<file path="config.mk">
export PLATFORM = sky130hd
export DESIGN_NAME = usb_suspend_detector
export DESIGN_NICKNAME = d
export VERILOG_FILES = /design/src/rtl/usb_susp_pkg.sv /design/src/rtl/usb_gap_timer.sv /design/src/rtl/usb_resume_timer.sv /design/src/rtl/usb_irq_bank.sv /design/src/rtl/usb_suspend_detector.sv
export SDC_FILE = /design/constraint.sdc
export NUM_CORES = 1
export LEC_CHECK = 0
export BUFFER_PORTS_ARGS = -buffer_cell sky130_fd_sc_hd__buf_2
export CORE_MARGIN = 2
export CORE_UTILIZATION = 40
export CTS_BUF_LIST = sky130_fd_sc_hd__clkbuf_2 sky130_fd_sc_hd__clkbuf_4 sky130_fd_sc_hd__clkbuf_8
export CTS_CLUSTER_DIAMETER = 50
export DETAILED_ROUTE_END_ITERATION = 6
export PLACE_DENSITY = 0.66
export SYNTH_ARGS = -nofsm -noshare
export SYNTH_HDL_FRONTEND = slang
export SYNTH_SLANG_ARGS = --single-unit
</file>
<file path="constraint.sdc">
create_clock -name clk -period 1.9 [get_ports clk]
set_input_delay 0.095 -clock clk [delete_from_list [all_inputs] [get_ports clk]]
set_output_delay 0.095 -clock clk [all_outputs]
set_load 0.05 [all_outputs]
</file>
<file path="src/rtl/usb_susp_pkg.sv">
package usb_susp_pkg;
  typedef enum logic [1:0] {
    LS_SE0 = 2'b00,
    LS_J   = 2'b01,
    LS_K   = 2'b10,
    LS_SE1 = 2'b11
  } line_e;

  typedef enum logic [1:0] {
    MD_RUN    = 2'b00,
    MD_SUSP   = 2'b01,
    MD_RESUME = 2'b10
  } mode_e;

  localparam int IRQ_CHG  = 0;
  localparam int IRQ_DONE = 1;
  localparam int NUM_IRQ  = 2;
endpackage

</file>
<file path="src/rtl/usb_gap_timer.sv">
module usb_gap_timer #(
  parameter int MISS_LIMIT = 3
) (
  input  logic clk,
  input  logic rst_n,
  input  logic armed,
  input  logic activity,
  input  logic tick,
  output logic expire
);
  localparam int CNT_W = $clog2(MISS_LIMIT + 1);
  localparam logic [CNT_W-1:0] LAST = CNT_W'(MISS_LIMIT - 1);

  logic [CNT_W-1:0] gap_q;

  assign expire = armed && tick && !activity && (gap_q == LAST);

  always_ff @(posedge clk) begin
    if (!rst_n || !armed || activity || expire) begin
      gap_q <= '0;
    end else if (tick) begin
      gap_q <= gap_q + 1'b1;
    end
  end
endmodule

</file>
<file path="src/rtl/usb_resume_timer.sv">
module usb_resume_timer #(
  parameter int LEN_W = 4
) (
  input  logic             clk,
  input  logic             rst_n,
  input  logic             start,
  input  logic [LEN_W-1:0] len_in,
  input  logic             active,
  input  logic             tick,
  output logic             done
);
  logic [LEN_W-1:0] len_q;
  logic [LEN_W-1:0] cnt_q;

  assign done = active && tick && (cnt_q == len_q - 1'b1);

  always_ff @(posedge clk) begin
    if (!rst_n) begin
      len_q <= LEN_W'(1);
      cnt_q <= '0;
    end else begin
      if (start) begin
        len_q <= (len_in == '0) ? LEN_W'(1) : len_in;
      end
      if (!active) begin
        cnt_q <= '0;
      end else if (tick) begin
        cnt_q <= cnt_q + 1'b1;
      end
    end
  end
endmodule

</file>
<file path="src/rtl/usb_irq_bank.sv">
module usb_irq_bank #(
  parameter int N = 2
) (
  input  logic         clk,
  input  logic         rst_n,
  input  logic [N-1:0] set,
  input  logic         clear,
  output logic [N-1:0] status,
  output logic         irq_n
);
  for (genvar i = 0; i < N; i++) begin : g_bit
    always_ff @(posedge clk) begin
      if (!rst_n) begin
        status[i] <= 1'b0;
      end else if (set[i]) begin
        status[i] <= 1'b1;
      end else if (clear) begin
        status[i] <= 1'b0;
      end
    end
  end

  assign irq_n = ~(|status);
endmodule

</file>
<file path="src/rtl/usb_suspend_detector.sv">
module usb_suspend_detector
  import usb_susp_pkg::*;
#(
  parameter int MISS_LIMIT = 3,
  parameter int LEN_W      = 4
) (
  input  logic             clk,
  input  logic             rst_n,
  input  logic [1:0]       line_state,
  input  logic             sof_pulse,
  input  logic             ms_tick,
  input  logic             wake_pull,
  input  logic             resume_cmd,
  input  logic [LEN_W-1:0] resume_len,
  input  logic             int_ack,
  output logic             suspend_o,
  output logic [1:0]       int_status,
  output logic             int_n,
  output logic             drive_k
);
  mode_e mode_q, mode_d;
  logic  activity, gap_expire, res_done, res_start;
  logic  in_run, in_susp, in_res, wake;
  logic [NUM_IRQ-1:0] irq_set;

  assign activity = sof_pulse || (line_state != LS_J);
  assign in_run   = (mode_q == MD_RUN);
  assign in_susp  = (mode_q == MD_SUSP);
  assign in_res   = (mode_q == MD_RESUME);
  assign wake     = in_susp && (activity || wake_pull);
  assign res_start = in_run && resume_cmd;

  usb_gap_timer #(.MISS_LIMIT(MISS_LIMIT)) u_gap (
    .clk(clk), .rst_n(rst_n), .armed(in_run), .activity(activity),
    .tick(ms_tick), .expire(gap_expire)
  );

  usb_resume_timer #(.LEN_W(LEN_W)) u_res (
    .clk(clk), .rst_n(rst_n), .start(res_start), .len_in(resume_len),
    .active(in_res), .tick(ms_tick), .done(res_done)
  );

  always_comb begin
    mode_d = mode_q;
    unique case (mode_q)
      MD_RUN: begin
        if (resume_cmd)      mode_d = MD_RESUME;
        else if (gap_expire) mode_d = MD_SUSP;
      end
      MD_SUSP:   if (wake)     mode_d = MD_RUN;
      MD_RESUME: if (res_done) mode_d = MD_RUN;
      default:                 mode_d = MD_RUN;
    endcase
  end

  always_ff @(posedge clk) begin
    if (!rst_n) mode_q <= MD_RUN;
    else        mode_q <= mode_d;
  end

  always_comb begin
    irq_set           = '0;
    irq_set[IRQ_CHG]  = (in_run && !resume_cmd && gap_expire) || wake;
    irq_set[IRQ_DONE] = res_done;
  end

  usb_irq_bank #(.N(NUM_IRQ)) u_irq (
    .clk(clk), .rst_n(rst_n), .set(irq_set), .clear(int_ack && !in_susp),
    .status(int_status), .irq_n(int_n)
  );

  assign suspend_o = in_susp;
  assign drive_k   = in_res;
endmodule

</file>
==> After elaboration in Yosys (flattened, before gate mapping) <==
Cells that the tools add are included.
{ "totals": {"regBits": 14, "elab_cells": 55, "inputBits": 13, "out_inout_bits": 5} }
{ "classes": {"n_mux": 9, "eq_ne": 8, "n_addsub": 3, "bitwise": 1, "reduce_logical": 28} }
{ "ops": {"columns": ["cell", "count"], "rows": [
  ["1-bit logical AND", 10],
  ["2-bit two-way mux", 4],
  ["1-bit logical OR", 6],
  ["2-bit one-hot mux with 3 select lines", 1],
  ["1-bit zero test", 5],
  ["4-bit by 1-bit adder with 4-bit output, second input constant", 1],
  ["2-bit equality test, second input constant", 2],
  ["4-bit equality test", 1],
  ["4-bit zero test", 1],
  ["4-bit two-way mux", 1],
  ["2-bit by 1-bit != test with 1-bit output, second input constant", 2],
  ["2-bit nonzero test", 2],
  ["4-bit by 1-bit subtractor with 4-bit output, second input constant", 1],
  ["1-bit two-way mux", 3],
  ["3-bit != test, second input constant", 1],
  ["3-bit AND reduction", 1],
  ["2-bit by 1-bit adder with 2-bit output, second input constant", 1],
  ["2-bit by 1-bit equality test with 1-bit output, second input constant", 1],
  ["2-bit zero test", 1],
  ["2-bit != test, second input constant", 1],
  ["2-bit AND reduction", 1],
  ["2-bit OR reduction", 1],
  ["1-bit NOT", 1]
]} }

==> Longest topological paths before layout <==
Gate-level depths: netlist (run 1).
{ "depth": {"depth_word": 8, "mapped_depth": 6, "mapped_depth_nobuf": 6} }

==> Modules after synthesis <==
Synthesis (run 1) repeated with hierarchy kept, for this count alone.
{ "unflattened": {"hier_cells": 78, "hier_area_um2": 754.5} }
{ "by_module_without_submodules": {"columns": ["mod", "cells_per_inst", "seq_area_each_um2", "n_inst", "area_each_um2"], "rows": [
  ["usb_resume_timer", 41, 160.2, 1, 407.9],
  ["usb_suspend_detector", 18, 40.0, 1, 161.4],
  ["usb_gap_timer", 12, 40.0, 1, 113.9],
  ["usb_irq_bank", 7, 40.0, 1, 71.3]
]} }

==> Worst setup path before layout (run 1) <==
No wires, ideal clock.
{ "synth_path": {"kind": "register to register", "from": "register mode_q[1]", "to": "register u_irq.status[1]", "n_path_buf": 0, "period_less_slack_ns": 1.424, "t_arrival_ns": 1.367, "setup_slack_ns": 0.476, "stages_incl_launch_ff": 5, "required_ns": 1.843, "setup_time_ns": 0.057, "path_cell_list": "dfxtp_1 and2b_1 nand4_1 nor3_2 a21o_1"} }
{ "synth_via": {"elab_chain_len": 4, "elab_cells_between_ends": 8, "cone_classes": "eq/ne: 2; mux: 1; reduce/logical: 5"} }
{ "synth_lines": {"columns": ["item", "line_no", "rtl"], "rows": [
  ["start: declaration", "usb_suspend_detector.sv:21", "mode_e mode_q, mode_d;"],
  ["start signal: assignment", "usb_suspend_detector.sv:58", "else mode_q <= mode_d;"],
  ["2-bit equality test (*)", "usb_suspend_detector.sv:29", "assign in_res = (mode_q == MD_RESUME);"],
  ["named net drive_k", "usb_suspend_detector.sv:19", "output logic drive_k"],
  ["1-bit logical AND (*) (2 in series)", "usb_resume_timer.sv:15", "assign done = active && tick && (cnt_q == len_q - 1'b1);"],
  ["1-bit two-way mux or 2-bit nonzero test (tied branches)", null, null],
  ["end signal: indexed assignment", "usb_irq_bank.sv:14", "status[i] <= 1'b0;"],
  ["end signal: indexed assignment", "usb_irq_bank.sv:16", "status[i] <= 1'b1;"],
  ["end signal: indexed assignment", "usb_irq_bank.sv:18", "status[i] <= 1'b0;"],
  ["end: declaration", "usb_irq_bank.sv:8", "output logic [N-1:0] status,"]
]} }
The timed path passes the listed nets; every way through them passes the cells marked *.
A chain may end at the register's enable or synchronous reset.

==> Final worst setup path (run 1) <==
{ "layout_path": {"from": "register u_res.len_q[0]", "to": "register u_irq.status[1]"} }
{ "layout_via": {"elab_chain_len": 4, "elab_cells_between_ends": 5, "cone_classes": "add/sub: 1; eq/ne: 1; mux: 1; reduce/logical: 2"} }
{ "layout_lines": {"columns": ["item", "line_no", "rtl"], "rows": [
  ["start: declaration", "usb_resume_timer.sv:12", "logic [LEN_W-1:0] len_q;"],
  ["start signal: assignment", "usb_resume_timer.sv:23", "len_q <= (len_in == '0) ? LEN_W'(1) : len_in;"],
  ["4-bit by 1-bit subtractor with 4-bit output (*)", "usb_resume_timer.sv:15", null],
  ["4-bit equality test (*)", "usb_resume_timer.sv:15", null],
  ["1-bit logical AND (*)", "usb_resume_timer.sv:15", null],
  ["1-bit two-way mux or 2-bit nonzero test (tied branches)", null, null]
]} }
Mark *: on every way between the ends. The rest lies on a longest branch, timed or not.

==> impl_metrics.toml, run 1 <==
[run_status]
status = "complete, no violations"

[die]
core-area_um2 = 1708
rows = 15
io_pins = 18
die_w_um = 46.56
die_height_um = 46.56
die_area_um2 = 2167
initial_core_util_pct = 42.42

[power]
p_seq_share_pct = 54.5
p_comb_share_pct = 16.5
p_int_w = 0.0004193
p_per_area_nw_per_um2 = 673.1
vdd_drop_max_mv = 0.3241
switching_power_w = 0.0001567
clkPwrFrac_pct = 29.0
p_leak_nw = 0.3728
switching_share_pct = 27.21

[route]
drtIter0Drc = 6
num_vias = 592
ant_nets = 0
via_per_inst = 4.774
drc = 0
drtPass1Iterations = 4
wl_per_cell_um = 10.80
wl_um = 1339

[clock_network]
cts_root_buffer = "clkbuf_4"
holdBufCountCts = 0
clock_latency_ns = 0.28
cts-htree-levels = 1
clk_pin_slew_ns = 0.08
cts_buffer_depth = 2
cts_sinks = 14
post_cts_resized = 0
cts_buffers = 3
cts_tree = "built"
post-cts-setup-buffers = 0

[worst_setup_path]
critPathRequiredTime_ns = 2.13
crit_path_start_kind = "register"
worstSetupPathType = "reg -> reg"
worst_ep_arrival_time_ns = 1.62
path_max_fanout = 3
cp-end-kind = "register"

[place]
portBuffers = 17
dpl.cell_count = 121
hpwl_um = 1035
place_congestion = 0.8057

[logic_synthesis]
synth_area_leaders = "dfxtp_1 39%, mux2i_1 6.9%, xnor2_1 6.0%"
synthMuxAreaShare_pct = 6.908
yosysMostFrequentCell = "dfxtp_1"
synth_common_cells = "14 x dfxtp_1, 11 x nor2_1, 7 x inv_1"
synth_fa_ha_area_share_pct = 5.181
synth-xor-area-share_pct = 10.88
synth_area_um2 = 724.4
synth_cells = 80
synth_compound_area_share_pct = 8.463
synth-async-reset-ratio_pct = 0
synth_top_area_share_pct = 38.69
synth.yosys.warnings = 0
synth_edf_count = 0
synth_largest_area_cell = "dfxtp_1"
syn-mean-instance-area_um2 = 9.056
synth-main-ff-cell = "dfxtp_1"
yosys.area_share.simple_pct = 25.22
syn_nets = 96
synth_cell_types = 26
synth-seq-area-share_pct = 38.69
synth_top_family_by_area = "simple AND/OR/NAND/NOR gates"
synth-seq-cells = 14

[global_routing]
grt-ovfl-total = 0
gr-usage-met1_pct = 16.75
busiest_layer = "met2"
grt_usage_pct = 14.17
antenna_found_initial = 0
grt.met3_usage_pct = 3.529
met2_usage_pct = 22.78
grt_max_degree = 10
grt_pass1_vias = 513
grt_pass1_wl_um = 2118

[cells_and_area]
fin_cells = 124
final_util_pct = 50.11
drive_gt1_share_pct = 23.23
fin_nets = 117
multi_input_area_um2 = 410.4
seq_area_um2 = 280.3
syn_to_final_growth_pct = 18.13
num_antenna_cells = 0
fill_cells = 175

[job]
drv_cap = 0

[sta]
worstMarginPinSlew_ns = 0.3316
rsz0062_at_grt = "no"
fin_crit_ns = 1.393
finalHoldViolations = 0
setup_viol = 0
finalClockSkew_ns = 0.0008444
slew_headroom_pct = 77.87
fin_crit_sh_pct = 73.33
drv_slew = 0
max_freq_mhz = 717.7
fin_setup_tns_ns = 0

[hold_path]
worst_hold_path_type = "in -> reg"
==> critical path, stage by stage (launching register included) <==
cell and delay (ns):
dfxtp_1 0.38, inv_1 0.07, ha_1 0.30, xor2_1 0.13
nand4_1 0.12, nor3_2 0.22, a21o_1 0.13
==> cell usage in the layout (no fill, tap or decap), types with 4 or more instances in the layout <==
| master | n |
|---|---|
| nand2_1 | 4 |
| dfxtp_1 | 14 |
| xor2_1 | 4 |
| mux2i_1 | 5 |
| xnor2_1 | 5 |
| nor2b_1 | 4 |
| inv_1 | 7 |
| buf_2 | 17 |
| nor2_1 | 11 |
==> flip-flops by register name, summed over array words and instances (netlist names) <==
register,count
u_res.cnt_q,4
u_res.len_q,4
mode_q,2
u_gap.gap_q,2
u_irq.status,2
==> power groups by stage <==
| stage | Clock [W] | Sequential, W | Combinational [W] |
|---|---|---|---|
| 4_1_cts | 0.000175 | 0.000314 | 0.0000962 |
| 2_1_floorplan | 0 | 0.000322 | 0.0000650 |
| 6_report | 0.000167 | 0.000314 | 0.0000950 |
| 3_3_place_gp | 0 | 0.000321 | 0.0000943 |
| 3_5_place_dp | 0 | 0.000321 | 0.0000955 |
| 5_1_grt | 0.000186 | 0.000316 | 0.000104 |
==> routing by layer <==
layer,wire (um),part of all wire (%)
met5,0,0
met4,26,1.9
met3,78,5.8
met2,587,44
met1,647,48
==> worst paths after layout <==
check                         end  cells after the start  slack, ns            from
setup / recovery  u_irq.status[1]                      6       0.51  u_res.len_q[0]
hold / removal     u_res.len_q[0]                      2       0.09           rst_n
setup reg to reg  u_irq.status[1]                      6       0.51  u_res.len_q[0]
hold reg to reg    u_gap.gap_q[1]                      2       0.52  u_gap.gap_q[1]
==> stage by stage <==
step	total power (W)	cell area [um^2]	setup WS, ns	hold slack (ns)
2_1_floorplan	0.0003871	724.4	0.4756	0.1839
3_3_place_gp	0.0004152	833.3	0.5562	0.3738
3_5_place_dp	0.0004166	833.3	0.5094	0.3789
4_1_cts	0.0005854	855.8	0.4902	0.07984
5_1_grt	0.0006063	855.8	0.3999	0.09558
6_report	0.0005760	855.8	0.5068	0.08719
==> cells by family after synthesis <==
group                    count (synthesis)
AND/OR/NAND/NOR                         31
adder cells (fa/ha/maj)                  3
XOR/XNOR                                 9
buffers and inverters                    8
AO/OA/AOI/OAI                           10
flip-flops                              14
multiplexers                             5
==> cell type report <==
cell class | count | area share (%)
tap | 25 | 3.655
clock buffer | 3 | 2.632
inverter | 7 | 3.070
timing repair buffer | 17 | 9.942
multi-input combinational | 58 | 47.95
sequential | 14 | 32.75
No activity file was read; power rests on OpenSTA's default activity.
==> inputs of run 2 (changes only) <==
Settings changed: ABC_AREA set to 1, PLACE_DENSITY 0.66 to 0.65.
Clock period 1.9 ns to 1.4 ns, I/O delays scaled along.
==> run 2 against run 1 <==
Routed wire length rose by 34%. Critical path depth grew 4. First-iteration DRC count rose to 4.0 times the previous value. Die area is 9.3% higher. Clock power is 81% higher. Via count grew 37%. Combinational power up 68%. Sequential share of layout area decreased by 3.5 points. Clock skew is essentially flat. Count of clock-buffer cells in the layout rose by 1. Worst setup slack worse by 0.37 ns. Non-clock buffer count rose by 1. Critical endpoint is now mode_q[1].
==> impl_metrics.toml, run 2 <==
[power]
clkPwrFrac_pct = 34.0
switching_power_w = 0.0002588
vdd_drop_max_mv = 0.5307
p_comb_share_pct = 18.0
p_per_area_nw_per_um2 = 921.9
switching_share_pct = 29.14
p_leak_nw = 0.4574
p_int_w = 0.0006294
p_seq_share_pct = 48.0

[route]
wl_um = 1797
topRoutingLayerUsed = "met4"
wl_met2_um = 822
num_vias = 810
met1_length_um = 865
via_per_inst = 4.850
drc = 0
met3_length_um = 98
drtPass1Iterations = 4
drtIter0Drc = 24
wl_per_cell_um = 10.76
ant_nets = 0

[clock_network]
cts_root_buffer = "clkbuf_4"
cts_tree = "built"
holdBufCountCts = 0
cts_buffers = 3
cts_buffer_depth = 2
cts_sinks = 14
clock_latency_ns = 0.28
cts-htree-levels = 1
clk_pin_slew_ns = 0.09

[logic_synthesis]
synth_cells = 119
yosysMostFrequentCell = "nand2_1"
synth_top_area_share_pct = 35.11
synth-async-reset-ratio_pct = 0
syn-mean-instance-area_um2 = 6.708
synth-seq-area-share_pct = 35.11
synth_area_leaders = "dfxtp_1 35%, nand2_1 15%, inv_1 8.5%"
synth_area_um2 = 798.3
synth-seq-cells = 14
synth_common_cells = "31 x nand2_1, 18 x inv_1, 14 x dfxtp_1"
synth-main-ff-cell = "dfxtp_1"
synth.yosys.warnings = 0
synth_cell_types = 24
synth_edf_count = 0
syn_nets = 135
synth_largest_area_cell = "dfxtp_1"

[sta]
finalClockSkew_ns = 0.0008784
fin_setup_tns_ns = 0
fin_crit_ns = 1.267
drv_slew = 0
whs_ns = 0.03312
setup_viol = 0
rsz0062_at_grt = "no"
max_freq_mhz = 789.1
worstMarginPinSlew_ns = 0.2763
finalHoldViolations = 0
setup_slack_ns = 0.1327
fin_crit_sh_pct = 90.52
slew_headroom_pct = 81.41

[worst_setup_path]
cpMostUsedCell = "nand2_1"
crit_chain = "inv_2 -> ha_4 -> inv_1 -> nand2_1 -> nand2_1 -> nand2_1 -> nor2_2 -> nand3_2 -> nand2_1 -> a21oi_1"
worst_ep_arrival_time_ns = 1.44
reg2regPathDepth = 10
slowest_stage = "dfxtp_2"
critPathRequiredTime_ns = 1.58
path_max_fanout = 3
worstSetupPathType = "reg -> reg"
crit_path_start_kind = "register"
cp-end-kind = "register"
cpPeakStageDelay_ns = 0.35

[run_status]
status = "complete, no violations"

[cells_and_area]
fill_cells = 211
layout_commonest_cell = "nand2_1"
drive_gt1_share_pct = 27.14
final_cell_mix = "31 x nand2_1, 17 x inv_1, 17 x buf_2, 13 x dfxtp_1, 11 x a21oi_1"
design_area_um2 = 963.4
num_antenna_cells = 0
top_regs = "u_res.cnt_q (4), u_res.len_q (4)"
syn_to_final_growth_pct = 20.69
fin_nets = 157

[die]
rows = 16
initial_core_util_pct = 41.54
die_area_um2 = 2369
die_height_um = 48.67
core-area_um2 = 1922
io_pins = 18
die_w_um = 48.67

[hold_path]
holdPathStages = 3
worst_hold_path_type = "in -> reg"

[global_routing]
grt_max_degree = 11
grt_pass1_vias = 781
grt-ovfl-total = 0
antenna_found_initial = 0
grt_pass1_wl_um = 3167
grt_usage_pct = 16.80

[job]
drv_cap = 0

[place]
place_congestion = 0.8086
hpwl_um = 1367
post-place-ws_ns = 0.01404
portBuffers = 17
place_area_um2 = 905.9
-- run 2: changes by cell type after synthesis, moves of 5 or more --
cell and delta:
nand3_1 +5, nand2_1 +27, mux2i_1 -5, a21oi_1 +9, inv_1 +11
-- run 2: repair_timing --
action	in CTS	in global routing
setup endpoints to repair	0	2
setup buffers	0	1
hold endpoints to repair	0	0
gates resized for setup	0	3
-- run 2: area by class of cell --
type                       instances  area, um^2  share of cell area [%]
clock buffer                       4       36.28                   3.766
inverter                          23       91.34                   9.481
multi-input combinational         81       427.9                   44.42
sequential                        14       281.5                   29.22
tap                               27       33.78                   3.506
timing repair buffer              18       92.59                   9.610
-- run 2: kinds of logic after synthesis --
group	count (synthesis)	synth area share, %
buf+inv	24	12.85
compound gates	19	12.70
flops	14	35.11
xor+xnor	1	1.097
fa+ha+maj	3	4.703
simple gates	58	33.54
-- run 2: final timing paths --
check | startpoint | endpoint | slack (ns)
worst min-delay path | resume_len[0] | u_res.len_q[0] | 0.03
worst max register to register | u_res.len_q[0] | mode_q[1] | 0.13
worst max-delay path | u_res.len_q[0] | mode_q[1] | 0.13
worst min register to register | u_gap.gap_q[0] | u_gap.gap_q[0] | 0.46
-- run 2: critical path: cells and delay by family (launching register included) --
family                     cells  cell delay, ns
and+or+nand+nor                6            0.42
DFF                            1            0.35
adders and majority gates      1            0.23
buffers and inverters          2            0.10
AOI/OAI and AO/OA              1            0.05
-- run 2: per-layer routing --
layer,global-route usage [%],up-vias
met5,0,-
met4,7.143,0
met3,2.160,2
met2,27.17,26
met1,22.48,362
li1,-,420
-- run 2: power by group through the flow --
stage / Clock, W / Combinational (W) / Sequential [W]
floorplan: 0 / 0.000109 / 0.000436
global placement: 0 / 0.000150 / 0.000435
detailed placement: 0 / 0.000151 / 0.000436
CTS: 0.000309 / 0.000152 / 0.000426
global route: 0.000326 / 0.000185 / 0.000429
finish: 0.000302 / 0.000160 / 0.000426
-- run 2: stage by stage --
stage | cells | total power, W | utilization (%)
2_1_floorplan | 119 | 0.0005447 | -
3_3_place_gp | 162 | 0.0005850 | 47.14
3_5_place_dp | 162 | 0.0005865 | 47.14
4_1_cts | 166 | 0.0008872 | 49.02
5_1_grt | 167 | 0.0009393 | 50.13
6_report | 167 | 0.0008881 | 50.13
